===== config.mk =====
export PLATFORM = sky130hd
export DESIGN_NAME = opstat_flags
export DESIGN_NICKNAME = d
export VERILOG_FILES = /design/src/rtl/opstat_pkg.sv /design/src/rtl/opstat_strobe.sv /design/src/rtl/opstat_toggle.sv /design/src/rtl/opstat_word.sv /design/src/rtl/opstat_flags.sv
export SDC_FILE = /design/constraint.sdc
export NUM_CORES = 1
export LEC_CHECK = 0
export BUFFER_PORTS_ARGS = -buffer_cell sky130_fd_sc_hd__buf_2
export CAP_MARGIN = 20
export CORE_ASPECT_RATIO = 0.5
export CORE_MARGIN = 3
export CORE_UTILIZATION = 32
export CTS_CLUSTER_SIZE = 16
export DETAILED_ROUTE_END_ITERATION = 10
export GPL_TIMING_DRIVEN = 0
export PLACE_DENSITY_LB_ADDON = 0.15
export SLEW_MARGIN = 20
export SYNTH_ARGS = -nofsm -noshare
export SYNTH_HDL_FRONTEND = slang
export SYNTH_SLANG_ARGS = --single-unit

===== constraint.sdc =====
create_clock -name clk -period 2.1 [get_ports clk]
set_clock_uncertainty 0.2 [all_clocks]
set_input_delay 0.315 -clock clk [delete_from_list [all_inputs] [get_ports clk]]
set_output_delay 0.315 -clock clk [all_outputs]
set_load 0.005 [all_outputs]

===== src/rtl/opstat_pkg.sv =====
package opstat_pkg;

  typedef enum logic [2:0] {
    PH_IDLE  = 3'd0,
    PH_PGM   = 3'd1,
    PH_EHOLD = 3'd2,
    PH_ERASE = 3'd3,
    PH_SUSP  = 3'd4,
    PH_PFAIL = 3'd5,
    PH_EFAIL = 3'd6,
    PH_RSVD  = 3'd7
  } phase_e;

  localparam int POLL_POS = 7;
  localparam int TOG_POS  = 6;
  localparam int TMO_POS  = 5;
  localparam int ETMR_POS = 3;

  // Phases in which an operation is shown: status word, toggling, line low
  function automatic logic op_running(input logic [2:0] s);
    case (phase_e'(s))
      PH_PGM, PH_EHOLD, PH_ERASE, PH_PFAIL, PH_EFAIL: op_running = 1'b1;
      default:                                        op_running = 1'b0;
    endcase
  endfunction

  function automatic logic idle_like(input logic [2:0] s);
    idle_like = (phase_e'(s) == PH_IDLE) || (phase_e'(s) == PH_RSVD);
  endfunction

  // A fresh operation begins when an idle phase gives way to program or hold
  function automatic logic op_begins(input logic [2:0] prev, input logic [2:0] cur);
    op_begins = idle_like(prev) &&
                ((phase_e'(cur) == PH_PGM) || (phase_e'(cur) == PH_EHOLD));
  endfunction

  function automatic logic poll_bit(input logic [2:0] s, input logic tgt);
    case (phase_e'(s))
      PH_PGM:   poll_bit = ~tgt;
      PH_PFAIL: poll_bit = tgt;
      default:  poll_bit = 1'b0;
    endcase
  endfunction

  function automatic logic timeout_bit(input logic [2:0] s);
    timeout_bit = (phase_e'(s) == PH_PFAIL) || (phase_e'(s) == PH_EFAIL);
  endfunction

  function automatic logic erase_timer_bit(input logic [2:0] s);
    erase_timer_bit = (phase_e'(s) == PH_ERASE) || timeout_bit(s);
  endfunction

  function automatic logic [7:0] status_byte(input logic [2:0] s, input logic tgt,
                                             input logic tog);
    logic [7:0] b;
    b           = 8'h00;
    b[POLL_POS] = poll_bit(s, tgt);
    b[TOG_POS]  = tog;
    b[TMO_POS]  = timeout_bit(s);
    b[ETMR_POS] = erase_timer_bit(s);
    status_byte = b;
  endfunction

endpackage


===== src/rtl/opstat_strobe.sv =====
module opstat_strobe (
  input  logic clk,
  input  logic rst_n,
  input  logic ce_n,
  input  logic oe_n,
  output logic access
);
  logic strobe_now;
  logic strobe_q;

  assign strobe_now = ~ce_n & ~oe_n;

  always_ff @(posedge clk or negedge rst_n) begin
    if (!rst_n) strobe_q <= 1'b0;
    else        strobe_q <= strobe_now;
  end

  assign access = strobe_now & ~strobe_q;

  // a held strobe yields a single access
  p_one_access_r10: assert property (@(posedge clk) disable iff (!rst_n)
    (access && !ce_n && !oe_n) |=> (!ce_n && !oe_n) |-> !access);

  // chip-enable high never forms an access
  p_ce_gate_r10: assert property (@(posedge clk) disable iff (!rst_n)
    ce_n |-> !access);

endmodule


===== src/rtl/opstat_toggle.sv =====
module opstat_toggle
  import opstat_pkg::*;
(
  input  logic       clk,
  input  logic       rst_n,
  input  logic [2:0] phase,
  input  logic       access,
  output logic       tog_view,
  output logic       op_start
);
  logic [2:0] prev_q;
  logic       tog_q;
  logic       flip;

  always_ff @(posedge clk or negedge rst_n) begin
    if (!rst_n) prev_q <= PH_IDLE;
    else        prev_q <= phase;
  end

  assign op_start = op_begins(prev_q, phase);
  // value presented by an access in this cycle
  assign tog_view = op_start ? 1'b0 : tog_q;
  assign flip     = access & op_running(phase);

  always_ff @(posedge clk or negedge rst_n) begin
    if (!rst_n)    tog_q <= 1'b0;
    else if (flip) tog_q <= ~tog_view;
    else           tog_q <= tog_view;
  end

  // a running access inverts the presented value
  p_tog_flip_r5: assert property (@(posedge clk) disable iff (!rst_n)
    (access && op_running(phase)) |=> (tog_q != $past(tog_view)));

  // accesses in a non-running phase leave the toggle alone
  p_tog_hold_r6: assert property (@(posedge clk) disable iff (!rst_n)
    (!op_running(phase) && !op_start) |=> $stable(tog_q));

  // a new operation starts from zero
  p_tog_clear_r11: assert property (@(posedge clk) disable iff (!rst_n)
    (op_start && !access) |=> (tog_q == 1'b0));

endmodule


===== src/rtl/opstat_word.sv =====
module opstat_word
  import opstat_pkg::*;
#(
  parameter int DW = 16
) (
  input  logic [2:0]    phase,
  input  logic          tgt_bit7,
  input  logic          tog,
  input  logic [DW-1:0] arr_data,
  output logic [DW-1:0] word
);
  localparam int PAD = DW - 8;

  logic [DW-1:0] stat_word;

  generate
    if (PAD > 0) begin : g_wide
      assign stat_word = {{PAD{1'b0}}, status_byte(phase, tgt_bit7, tog)};
    end else begin : g_byte
      assign stat_word = status_byte(phase, tgt_bit7, tog);
    end
  endgenerate

  assign word = op_running(phase) ? stat_word : arr_data;

  // reserved positions stay clear in any status word
  always_comb begin
    if (op_running(phase))
      a_rsvd_r8: assert (word[4] == 1'b0 && word[2:0] == 3'b000 && (word >> 8) == '0);
  end

endmodule


===== src/rtl/opstat_flags.sv =====
module opstat_flags
  import opstat_pkg::*;
#(
  parameter int DW = 16
) (
  input  logic          clk,
  input  logic          rst_n,
  input  logic [2:0]    ctl_state,
  input  logic          tgt_bit7,
  input  logic          ce_n,
  input  logic          oe_n,
  input  logic [DW-1:0] arr_data,
  output logic [DW-1:0] rd_data,
  output logic          rb_pull_low
);
  logic          access;
  logic          tog_view;
  logic          op_start;
  logic [DW-1:0] word;

  opstat_strobe u_strobe (
    .clk    (clk),
    .rst_n  (rst_n),
    .ce_n   (ce_n),
    .oe_n   (oe_n),
    .access (access)
  );

  opstat_toggle u_toggle (
    .clk      (clk),
    .rst_n    (rst_n),
    .phase    (ctl_state),
    .access   (access),
    .tog_view (tog_view),
    .op_start (op_start)
  );

  opstat_word #(.DW(DW)) u_word (
    .phase    (ctl_state),
    .tgt_bit7 (tgt_bit7),
    .tog      (tog_view),
    .arr_data (arr_data),
    .word     (word)
  );

  always_ff @(posedge clk or negedge rst_n) begin
    if (!rst_n)      rd_data <= '0;
    else if (access) rd_data <= word;
  end

  always_ff @(posedge clk or negedge rst_n) begin
    if (!rst_n) rb_pull_low <= 1'b0;
    else        rb_pull_low <= op_running(ctl_state);
  end

  // line pulled low one clock after a running phase
  p_line_low_r9: assert property (@(posedge clk) disable iff (!rst_n)
    op_running(ctl_state) |=> rb_pull_low);

  // line released one clock after idle or suspend
  p_line_free_r9: assert property (@(posedge clk) disable iff (!rst_n)
    !op_running(ctl_state) |=> !rb_pull_low);

  // the read register changes only on an access
  p_rd_hold_r2: assert property (@(posedge clk) disable iff (!rst_n)
    !access |=> $stable(rd_data));

  // captured status words keep reserved bits clear
  p_rsvd_cap_r8: assert property (@(posedge clk) disable iff (!rst_n)
    (access && op_running(ctl_state)) |=> (rd_data[4] == 1'b0 && rd_data[2:0] == 3'b000));

endmodule


; After elaboration in Yosys (flattened, before gate mapping)
; Cells that the tools add are included.
[classes]
muxes = 5
eq_ne = 6
bitwise_logic = 8
n_reduce_logical = 7
[ops]
columns = op, n
row1 = $mux W16, 1
row2 = $eq A3 B3 Y1 const B, 3
row3 = $eq A3 B2 Y1 const B, 2
row4 = $not A1 Y1, 5
row5 = $reduce_or A5 Y1, 1
row6 = $logic_or A1 B1 Y1, 4
row7 = $and A1 B1 Y1, 3
row8 = $eq A3 B1 Y1 const B, 1
row9 = $logic_not A3 Y1, 1
row10 = $mux W1, 3
row11 = $pmux W1 S2, 1
row12 = $logic_and A1 B1 Y1, 1
[word_totals]
out_inout_bits = 17
inputBits = 24
ff_bits = 22

; Depth between registers and ports, before layout
[logic_depth]
word_depth = 6
ltp_mapped = 5
depth_no_buf = 4

; Cells and area by module
; From an unflattened synthesis, not the netlist that was laid out.
[unflattened]
hier_cells = 84
hier_area_um2 = 1106.1
[modules_own_cells]
columns = mod, n_inst, cells_each, seq_area_each_um2, area_per_inst_um2
row1 = opstat_flags, 1, 37, 425.4, 686.9
row2 = opstat_word, 1, 32, 0.0, 219.0
row3 = opstat_toggle, 1, 12, 100.1, 161.4
row4 = opstat_strobe, 1, 3, 25.0, 38.8

; Least setup slack after synthesis
; Ideal clock, no wire load.
[synth_path]
kind = input port to flip-flop
startpoint = input oe_n
endpoint = register rd_data[0]
t_required_ns = 1.780
setup_ns = 0.120
arrival_ns = 1.203
slack_ns = 0.577
path_stages = 4
path_buffers = 2
cell_sequence = or3_1 -> buf_6 -> buf_8 -> a22o_4
[synth_between]
elab_chain_len = 3
[synth_rtl]
columns = item, line_no
row1 = from (decl), opstat_flags.sv:11  ; input logic oe_n,
row2 = $not A1 Y1, opstat_strobe.sv:11  ; assign strobe_now = ~ce_n & ~oe_n;
row3 = $and A1 B1 Y1, opstat_strobe.sv:11
row4 = $and A1 B1 Y1, opstat_strobe.sv:18  ; assign access = strobe_now & ~strobe_q;
row5 = to (signal assigned), opstat_flags.sv:48  ; else if (access) rd_data <= word;
row6 = to (decl), opstat_flags.sv:13  ; output logic [DW-1:0] rd_data,
; Every way passes these cells.
; A chain may end at the register's enable or synchronous reset.

; Worst setup path in the final report
[layout_path]
startpoint = register u_strobe.strobe_q
endpoint = register rd_data[0]
[layout_between]
elab_chain_len = 2
[layout_rtl]
columns = item, line_no
row1 = from (decl), opstat_strobe.sv:9  ; logic strobe_q;
row2 = from (signal assigned), opstat_strobe.sv:15  ; else strobe_q <= strobe_now;
row3 = $not A1 Y1, opstat_strobe.sv:18
row4 = $and A1 B1 Y1, opstat_strobe.sv:18
; Every way passes these cells.

==> summary.txt <==
Pwr
  – Pwr Density: around 800 nW/um^2
  – Pwr Total: ~0.98 mW
  – Lkg Pwr: around 0.64 nW
  – Max VDD drop: approximately 0.32 mV

Die
  – Site Rows: 12
  – Core area: 2420 um^2
  – Die H: about 43 um
  – I/O pin cnt: 41
  – Die ar.: 3500 um^2
  – Initial Util: 36.9%
  – Die width: roughly 80 um

Clock network
  – CTS tree: built
  – Clk Tree Root Cell: clkbuf_8
  – Worst-skew pair later-pin latency: 0.26 ns
  – Worst-path clk slew: roughly 0.080 ns
  – Clock tree sinks: 22
  – Post-CTS resize count: 0
  – TritonCTS Buffers: 3
  – H-tree Lvls: 1
  – CTS max path bufs: 2

Detailed routing
  – Vias post-DR: 705
  – Antenna viol nets, final: 0
  – DRC violations left: 0
  – Iteration-0 DRC Markers: 33
  – Wire per inst: ~14 um
  – Vias per cell: 4.86
  – Detailed Routing Iterations Pass 1: 4
  – WL final: 2090 um

Layout
  – Area grow syn2layout: 34.6%
  – Antenna Cells: 0
  – Final Core Density: 49.7%
  – Leading cell type in the layout, fill and taps excluded: buf_2
  – Nets: 135
  – Commonest non-fill, non-tap cells in the layout: 40 x buf_2, 22 x dfrtp_1, 9 x a22o_1
  – Layout cells sized above 1: 48.2%

Timing
  – Fin. Hold Viols: 0
  – RSZ-0062 raised after global routing: false
  – Final Cycle Share: 74.4%
  – Slew @ Worst Pin: slightly below 0.5 ns
  – Total negative slack: 0 ns
  – Worst slew margin: 67.4%
  – Setup violators final: 0
  – Max Clk Rate: 0.640 GHz
  – Final Critical Period: 1.56 ns
  – Hold_ws: roughly 0.022 ns
  – Final Max Tran Viols: 0

Placement
  – DP HPWL: between 1500 and 2000 um
  – Port Buffer Count: 40
  – RePlAce Congestion: around 0.67

Global route
  – Initial antenna violation count: 0
  – Largest net degree at the start of global routing: 23
  – GRT Residual Overflow: 0
  – Overall routing resource usage: 13.1%
  – Vias in the first global route: 752
  – First-pass GRT wire length: 3460 um

Status
  – Status: completed

Setup path
  – Crit path required time: about 2 ns
  – Worst Path Arrival: ~1.5 ns
  – Crit path launch type: flop
  – Worst Path Buf+Inv: 2
  – Critical path class: flop to flop
  – CP Cell Sequence: or3_1 -> buf_6 -> buf_8 -> a22o_4
  – Worst path top cell family by delay: flip-flops
  – CP max FO: 10
  – Crit-path max cell delay: 0.38 ns
  – Slowest CP cell: dfrtp_1
  – CP endpoint kind: flop

Hold path
  – HP Class: primary input to flop

Synth
  – Largest family of logic cells by synthesized area: compound AO/OA/AOI/OAI gates
  – Synth Area in Compound Gates: 18.2%
  – Synth cell types: 22
  – Warnings, synthesis: 0
  – Synth Register Bits: 22
  – Post-Syn Instances: between 60 and 70
  – Synth Area in XOR/XNOR: between 2 and 3%
  – Post-Synth Simple-Gate Area: 12.9%
  – Area share of fa/ha/maj cells after synthesis: 0%
  – Post-synthesis mux area share: 0%
  – Syn Area/Cell: 13.7 um^2
  – Sequential-to-total area share from yosys stat: 61.7%
  – Cell Area, Synth: 892 um^2
  – Syn nets: 89

Run
  – Max Cap Viol: 0
-- sequential cells by signal, summed over array words and instances (netlist names) --
name / count
rb_pull_low: 1
rd_data: 16
u_strobe.strobe_q: 1
u_toggle.prev_q: 3
u_toggle.tog_q: 1
-- cell usage after synthesis, drive strengths merged --
| library cell | number | area [um^2] |
|---|---|---|
| o211ai | 1 | 7.51 |
| a221o | 1 | 10.0 |
| buf | 3 | 37.5 |
| and3 | 2 | 12.5 |
| nand2b | 1 | 6.26 |
| o21bai | 1 | 7.51 |
| o21ai | 3 | 15.0 |
| nor3 | 2 | 10.0 |
| dfrtp | 22 | 551 |
| or3 | 1 | 6.26 |
| xor2 | 3 | 26.3 |
| nor4b | 1 | 15.0 |
| nor2 | 5 | 42.5 |
| a22o | 12 | 116 |
| o22ai | 1 | 6.26 |
| nand2 | 6 | 22.5 |
-- repair_timing --
item                      4_1_cts  5_1_grt
hold buffers                    1        0
hold endpoints to repair       22        0
setup buffers                   0        0
-- per-stage QoR --
stage / instances / cell area (um^2) / setup WS, ns
after floorplan: 65 / 892 / 0.577
after detailed placement: 140 / 1140 / 0.413
final: 145 / 1200 / 0.538
after global placement: 140 / 1140 / 0.434
after CTS: 145 / 1200 / 0.525
after global routing: 145 / 1200 / 0.473
-- final timing paths --
check | startpoint | end | slack [ns] | cells after the start
max reg2reg | u_strobe.strobe_q | rd_data[0] | 0.54 | 4
min | ce_n | u_strobe.strobe_q | 0.02 | 2
min reg2reg | rd_data[3] | rd_data[3] | 0.27 | 2
min in group asynchronous | rst_n | rd_data[8] | 0.34 | 2
max in group asynchronous | rst_n | rd_data[6] | 1.03 | 2
max | u_strobe.strobe_q | rd_data[0] | 0.54 | 4
-- metal layers --
| layer | global-route usage (%) | share of wire, % | routed length, um |
|---|---|---|---|
| met5 | 0 | 0 | 0 |
| met4 | 3.03 | 0 | 0 |
| met3 | 6.02 | 9.4 | 197 |
| met2 | 23.0 | 47 | 983 |
| met1 | 14.7 | 44 | 912 |
-- area by class of cell --
type	count	area [um^2]
fillers	232	1220
plain buffers	3	37.5
clock buffers	4	55.1
well taps	35	43.8
multi-input cells	40	304
repair buffers	41	210
flip-flops and latches	22	551
-- cells by family after synthesis --
group,after synthesis
flops,22
simple gates,18
compound gates,19
buf+inv,3
xor+xnor,3
-- where the power goes --
group          internal (mW)  leakage (nW)  total [mW]  switching, mW
registers              0.479         0.281       0.504         0.0247
clock network          0.167        0.0288       0.298          0.131
logic                 0.0963         0.328       0.182         0.0859
total                  0.742         0.638       0.983          0.241
-- worst reg2reg max path: cells and delay by family (launching register included) --
family,cells,cell delay [ns]
AND/OR/NAND/NOR,1,0.32
AO/OA/AOI/OAI,1,0.24
buffers and inverters,2,0.32
flip-flops,1,0.38
Note: power is estimated with default switching activity, not from simulation.
